$ cat config.mk
export PLATFORM = sky130hd
export DESIGN_NAME = ep_short_load
export DESIGN_NICKNAME = d
export VERILOG_FILES = /design/src/rtl/epsl_pkg.sv /design/src/rtl/epsl_decode.sv /design/src/rtl/epsl_extend.sv /design/src/rtl/epsl_fsm.sv /design/src/rtl/ep_short_load.sv
export SDC_FILE = /design/constraint.sdc
export NUM_CORES = 1
export LEC_CHECK = 0
export ABC_AREA = 0
export BUFFER_PORTS_ARGS = -buffer_cell sky130_fd_sc_hd__buf_2
export CAP_MARGIN = 25
export CELL_PAD_IN_SITES_DETAIL_PLACEMENT = 1
export CELL_PAD_IN_SITES_GLOBAL_PLACEMENT = 1
export CORE_MARGIN = 5
export CORE_UTILIZATION = 39
export DETAILED_ROUTE_END_ITERATION = 6
export PLACE_DENSITY_LB_ADDON = 0.1
export SLEW_MARGIN = 15
export SYNTH_ARGS = -nofsm -noshare
export SYNTH_HDL_FRONTEND = slang
export SYNTH_SLANG_ARGS = --single-unit
$ cat constraint.sdc
create_clock -name clk -period 5.8 [get_ports clk]
set_input_delay 0.29 -clock clk [delete_from_list [all_inputs] [get_ports clk]]
set_output_delay 0.29 -clock clk [all_outputs]
set_load 0.02 [all_outputs]
$ cat src/rtl/epsl_pkg.sv
package epsl_pkg;
  localparam int RIDX_W = 5;
  localparam int OFF_W  = 8;

  typedef enum logic [2:0] {
    SZ_B = 3'd1,
    SZ_H = 3'd2,
    SZ_W = 3'd4
  } acc_size_e;

  typedef enum logic [1:0] {
    ST_IDLE,
    ST_ISSUE,
    ST_WAIT,
    ST_DONE
  } ld_state_e;

  typedef struct packed {
    logic              hit;
    acc_size_e         size;
    logic              plain;   // plain form: signed unless swapped
    logic [RIDX_W-1:0] rd;
    logic [OFF_W-1:0]  off;     // scaled displacement in bytes
  } ld_dec_t;
endpackage

$ cat src/rtl/epsl_decode.sv
module epsl_decode
  import epsl_pkg::*;
#(
  parameter int ILEN = 16
) (
  input  logic [ILEN-1:0] insn,
  output ld_dec_t         dec
);
  logic [3:0] op_major;
  logic [6:0] op_minor;

  assign op_major = insn[10:7];
  assign op_minor = insn[10:4];

  always_comb begin
    dec       = '0;
    dec.size  = SZ_B;
    dec.rd    = insn[ILEN-1:ILEN-RIDX_W];
    if (op_major == 4'b0110) begin
      dec.hit   = 1'b1;
      dec.size  = SZ_B;
      dec.plain = 1'b1;
      dec.off   = {1'b0, insn[6:0]};
    end else if (op_major == 4'b1000) begin
      dec.hit   = 1'b1;
      dec.size  = SZ_H;
      dec.plain = 1'b1;
      dec.off   = {insn[6:0], 1'b0};
    end else if (op_major == 4'b1010 && !insn[0]) begin
      dec.hit   = 1'b1;
      dec.size  = SZ_W;
      dec.off   = {insn[6:1], 2'b00};
    end else if (op_minor == 7'b0000110 && dec.rd != '0) begin
      dec.hit   = 1'b1;
      dec.size  = SZ_B;
      dec.off   = {4'b0000, insn[3:0]};
    end else if (op_minor == 7'b0000111 && dec.rd != '0) begin
      dec.hit   = 1'b1;
      dec.size  = SZ_H;
      dec.off   = {3'b000, insn[3:0], 1'b0};
    end
  end
endmodule

$ cat src/rtl/epsl_extend.sv
module epsl_extend
  import epsl_pkg::*;
#(
  parameter int XLEN = 32
) (
  input  logic [XLEN-1:0] raw,
  input  acc_size_e       size,
  input  logic            sext,
  output logic [XLEN-1:0] ext
);
  always_comb begin
    case (size)
      SZ_B:    ext = {{(XLEN-8){sext & raw[7]}}, raw[7:0]};
      SZ_H:    ext = {{(XLEN-16){sext & raw[15]}}, raw[15:0]};
      default: ext = raw;
    endcase
  end
endmodule

$ cat src/rtl/epsl_fsm.sv
module epsl_fsm
  import epsl_pkg::*;
(
  input  logic clk,
  input  logic rst_n,
  input  logic start,
  input  logic rvalid,
  output logic idle,
  output logic req,
  output logic capture,
  output logic done
);
  ld_state_e st_q, st_d;

  always_comb begin
    st_d = st_q;
    case (st_q)
      ST_IDLE:  if (start)  st_d = ST_ISSUE;
      ST_ISSUE: st_d = rvalid ? ST_DONE : ST_WAIT;
      ST_WAIT:  if (rvalid) st_d = ST_DONE;
      default:  st_d = ST_IDLE;
    endcase
  end

  always_ff @(posedge clk or negedge rst_n) begin
    if (!rst_n) st_q <= ST_IDLE;
    else        st_q <= st_d;
  end

  assign idle    = (st_q == ST_IDLE);
  assign req     = (st_q == ST_ISSUE);
  assign capture = rvalid && (st_q == ST_ISSUE || st_q == ST_WAIT);
  assign done    = (st_q == ST_DONE);

  // request lasts one cycle and follows acceptance
  p_req_pulse_r8: assert property (@(posedge clk) disable iff (!rst_n)
    req |=> !req);
  p_start_req_r8: assert property (@(posedge clk) disable iff (!rst_n)
    (start && idle) |=> req);
  // write-back only after returned data
  p_done_after_rvalid_r9: assert property (@(posedge clk) disable iff (!rst_n)
    done |-> $past(rvalid));
  p_done_pulse_r9: assert property (@(posedge clk) disable iff (!rst_n)
    done |=> idle);
endmodule

$ cat src/rtl/ep_short_load.sv
module ep_short_load
  import epsl_pkg::*;
#(
  parameter int XLEN = 32,
  parameter int ILEN = 16
) (
  input  logic              clk,
  input  logic              rst_n,
  input  logic              insn_valid,
  input  logic [ILEN-1:0]   insn,
  output logic              insn_ready,
  input  logic [XLEN-1:0]   ep_value,
  input  logic              ext_swap,
  output logic              mem_req,
  output logic [XLEN-1:0]   mem_addr,
  output logic [2:0]        mem_size,
  input  logic [XLEN-1:0]   mem_rdata,
  input  logic              mem_rvalid,
  output logic              wb_valid,
  output logic [RIDX_W-1:0] wb_idx,
  output logic [XLEN-1:0]   wb_data
);
  ld_dec_t           dec;
  logic              idle, capture, accept;
  logic [XLEN-1:0]   ext;

  logic [XLEN-1:0]   addr_q, addr_d;
  acc_size_e         size_q, size_d;
  logic              sext_q, sext_d;
  logic [RIDX_W-1:0] rd_q, rd_d;
  logic [XLEN-1:0]   data_q, data_d;

  epsl_decode #(.ILEN(ILEN)) u_dec (.insn(insn), .dec(dec));

  assign accept = insn_valid && idle && dec.hit;

  epsl_fsm u_fsm (
    .clk(clk), .rst_n(rst_n), .start(accept), .rvalid(mem_rvalid),
    .idle(idle), .req(mem_req), .capture(capture), .done(wb_valid)
  );

  epsl_extend #(.XLEN(XLEN)) u_ext (
    .raw(mem_rdata), .size(size_q), .sext(sext_q), .ext(ext)
  );

  always_comb begin
    addr_d = addr_q;
    size_d = size_q;
    sext_d = sext_q;
    rd_d   = rd_q;
    data_d = data_q;
    if (accept) begin
      addr_d = ep_value + {{(XLEN-OFF_W){1'b0}}, dec.off};
      size_d = dec.size;
      sext_d = dec.plain ^ ext_swap;
      rd_d   = dec.rd;
    end
    if (capture) data_d = ext;
  end

  always_ff @(posedge clk or negedge rst_n) begin
    if (!rst_n) begin
      addr_q <= '0;
      size_q <= SZ_B;
      sext_q <= 1'b0;
      rd_q   <= '0;
      data_q <= '0;
    end else begin
      addr_q <= addr_d;
      size_q <= size_d;
      sext_q <= sext_d;
      rd_q   <= rd_d;
      data_q <= data_d;
    end
  end

  assign insn_ready = idle;
  assign mem_addr   = addr_q;
  assign mem_size   = size_q;
  assign wb_idx     = rd_q;
  assign wb_data    = data_q;

  // zero-extended byte result has clear upper bits
  p_byte_zext_r7: assert property (@(posedge clk) disable iff (!rst_n)
    (wb_valid && size_q == SZ_B && !sext_q) |-> (wb_data[XLEN-1:8] == '0));
  // no new acceptance while a load is in flight
  p_busy_hold_r8: assert property (@(posedge clk) disable iff (!rst_n)
    !insn_ready |=> ($stable(wb_idx) && $stable(mem_addr)));
  // a request is only issued for a decoded word
  p_req_from_hit_r6: assert property (@(posedge clk) disable iff (!rst_n)
    mem_req |-> $past(insn_valid && dec.hit));
endmodule

==> impl_metrics.toml <==
[outcome]
status = "finished clean"

[final_layout]
fin_nets = 675
synthToLayoutAreaGrowth_pct = 28.9
fillers = 1221
antenna-diode-count = 0
drive_gt1_frac = 0.351
multiInputGateArea_sq_mm = 0.00207
final-seq-area_sq_mm = 0.00188
fin_cells = 717
final_util = 0.513

[synthesis]
yosysUniqueCellTypes = 52
synth_edf_count = 0
synth.area.top_cells = "dfrtp_1 45%, a21oi_1 5.4%, o21ai_0 4.4%, mux2_2 4.4%, ha_1 4.0%"
ys_seq_area_frac = 0.461
synth-compound-area-share = 0.197
async_reset_ff_frac = 1.00
synth_area_per_cell_sq_um = 9.74
yosys_warnings = 0
synth_xor_area_frac = 0.0409
dominantRegCellSynth = "dfrtp_1"
synth_top_family_by_area = "compound AO/OA/AOI/OAI gates"
synthAdderAreaFrac = 0.0449
syn_inst = 418
synthSimpleGateAreaFrac = 0.154
yosys_register_bits = 75
synth_area_sq_mm = 0.00407
syn_nets = 517
yosysTopAreaCell = "dfrtp_1"
yosysTopAreaCellShare = 0.455
muxShareOfSynthArea = 0.0716

[detailed_routing]
ant_nets = 0
viasPerCell = 5.25
routed_wl_um = 12200
drt_iter0_drc = 163
route.detailed.drc = 0
wire_per_inst_um = 17.1
first_pass_iters = 4
num_vias = 3762

[critical_path]
worst-path-stages = 14
arrival_ns = 3.98
rr_worst_depth = 6
crit_buf_inv = 3
start_kind = "input port"
path_class = "input port to register"
path_cells = "buf_2 > nor4bb_1 > o211ai_1 > o21bai_1 > and3b_1 > ha_1 > inv_1 > fa_1 > nand2b_1 > a21oi_1 > o21ai_1 > buf_4 > or4_1 > a31oi_1"
r2r-start = "u_fsm.st_q[0]"
cp.required_ns = 6.08
crit_slowest_cell = "or4_1"
reg2reg_slack_ns = 2.96
slowest_delay_ns = 0.48
crit_fanout = 11
critPathTopFamily = "simple AND/OR/NAND/NOR gates"
end_kind = "register"
r2r-end = "wb_idx[0]"

[pwr]
intPower_mw = 1.45
comb_power_share = 0.465
power_density_mw_per_mm2 = 487
seqPwrFrac = 0.360
peakVddDrop_mv = 0.184
p_leak_nw = 2.47
p_clk_frac = 0.174
power_switching_mw = 1.11
swShare = 0.432

[global_route]
grt_overflow = 0
grt_max_degree = 76
grt_pass1_wl_um = 20200
antenna_found_initial = 0
grt.total_usage = 0.196
grt_pass1_vias = 4003

[job]
drv_cap = 0

[hold_path]
hp-class = "input port to register"
holdPathStages = 2
hold_end = "wb_data[0]"
hold_start = "mem_rdata[0]"

[timing]
max_freq_mhz = 271
relSlewSlack = 0.389
min_period_over_period = 0.637
setup_viol = 0
report.final.hold_viol_count = 0
fin_skew_ns = 0.0126
tns_ns = 0
worst_pin_slew_ns = 0.917
slew_viol_final = 0
grt_setup_unrepaired = "false"
fin_crit_ns = 3.69

[placed_design]
io_buffers = 159
gp_congestion = 0.821
dp_hpwl_um = 9240
placedCellCount = 698

[clock_tree]
path_clk_slew_ns = 0.09
cts_resized = 0
cts_buffer_depth = 2
h-tree-depth = 3
root_buffer = "clkbuf_8"
cts_buffers = 9
postCtsSetupBuffers = 0
clock_latency_ns = 0.36
cts_tree = "built"
clkSinkCount = 75
cts_hold_buffers = 0

[die]
start_util = 0.398
die_y_um = 112
fp.dieW_um = 112
core_region_area_sq_mm = 0.0102
die_area_sq_mm = 0.0126
ios = 160
fp-row-count = 37
==> registers in the layout, indices dropped and copies added, names as in the netlist <==
name / count
u_fsm.st_q: 2
wb_idx: 5
wb_data: 32
mem_size: 3
sext_q: 1
mem_addr: 32
==> synthesized netlist by cell type (3+ instances only) <==
library cell	instances
dfrtp_1	74
a21oi_1	44
nand2_1	43
o21ai_0	36
nor2_1	34
a31oi_1	16
mux2_2	16
ha_1	13
xor2_1	13
clkbuf_1	12
inv_1	10
mux2_1	9
or3_1	8
nand3_1	7
o211ai_1	7
a22o_1	6
o21ai_1	6
o31ai_1	6
or4_1	6
xnor2_1	6
buf_2	4
nand2b_1	4
a21o_1	3
nand4_1	3
==> power groups by stage <==
stage / logic, mW / clock network (mW) / registers [mW]
3_5_place_dp: 1.21 / 0 / 0.932
5_1_grt: 1.31 / 0.489 / 0.957
2_1_floorplan: 0.473 / 0 / 1.22
4_1_cts: 1.21 / 0.461 / 0.925
3_3_place_gp: 1.18 / 0 / 0.924
6_report: 1.19 / 0.446 / 0.921
==> final cells by class <==
cell class / count / area share
Multi-Input combinational cell: 315 / 0.394
Timing Repair Buffer: 164 / 0.164
Clock buffer: 9 / 0.0236
Tap cell: 136 / 0.0324
Clock inverter: 7 / 0.0176
Inverter: 11 / 0.0105
Sequential cell: 75 / 0.358
==> worst max-delay path by stage <==
stage	start	to	slack [ns]
detailed placement	insn[8]	mem_addr[26]	1.67
global route	insn[8]	mem_addr[30]	1.65
floorplan	insn[11]	mem_addr[25]	2.59
finish	insn[8]	mem_addr[30]	2.11
global placement	insn[8]	mem_addr[26]	1.89
CTS	insn[8]	mem_addr[30]	2.03
==> layout by cell type (no fill, tap or decap), drive strengths merged, types with 2 or more instances in the layout <==
cell type / netlist / routed
a21oi: 44 / 44
nand2b: 4 / 4
mux2: 25 / 25
o21ai: 42 / 42
nor2b: 2 / 2
or3: 8 / 8
xor2: 13 / 13
o31ai: 6 / 6
bufinv: 1 / 3
nor3: 3 / 3
nand3: 7 / 7
ha: 13 / 13
clkinv: 0 / 2
or4: 7 / 7
and3b: 2 / 2
nor2: 34 / 34
inv: 10 / 10
xnor2: 6 / 6
a22o: 6 / 6
nand4: 4 / 4
o211ai: 8 / 8
a21o: 3 / 3
o2111ai: 2 / 2
clkbuf: 12 / 9
dfrtp: 74 / 74
nand2: 43 / 43
buf: 5 / 163
a31oi: 16 / 16
clkinvlp: 0 / 3
==> per-stage QoR <==
step	hold slack (ns)	setup slack [ns]	power, mW	cell area (sq um)
after floorplan	-0.00559	2.59	1.69	4070
after global placement	0.458	1.89	2.10	4990
after detailed placement	0.471	1.67	2.14	4990
after CTS	0.118	2.03	2.60	5200
after global routing	0.142	1.65	2.76	5250
final	0.157	2.11	2.56	5250
==> layer usage <==
layer | vias to the layer above | global-route usage | wire length (um)
li1 | 1825 | - | -
met4 | 0 | 0.0585 | 139
met1 | 1821 | 0.253 | 5400
met5 | - | 0 | 0
met3 | 11 | 0.0464 | 737
met2 | 105 | 0.327 | 5950
==> worst register-to-register path: stages, from the launching register on <==
cell	delay (ns)
dfrtp_1	0.44
inv_1	0.10
ha_1	0.32
nand2_1	0.14
o32ai_4	0.77
buf_4	0.55
mux2_2	0.41
==> kinds of logic after synthesis <==
logic type | Yosys count
adders and majority gates | 14
and+or+nand+nor | 123
AOI/OAI and AO/OA | 133
muxes | 26
xor gates and xnor gates | 19
DFF | 75
buffers and inverters | 28
(Power assumes the default switching activity.)
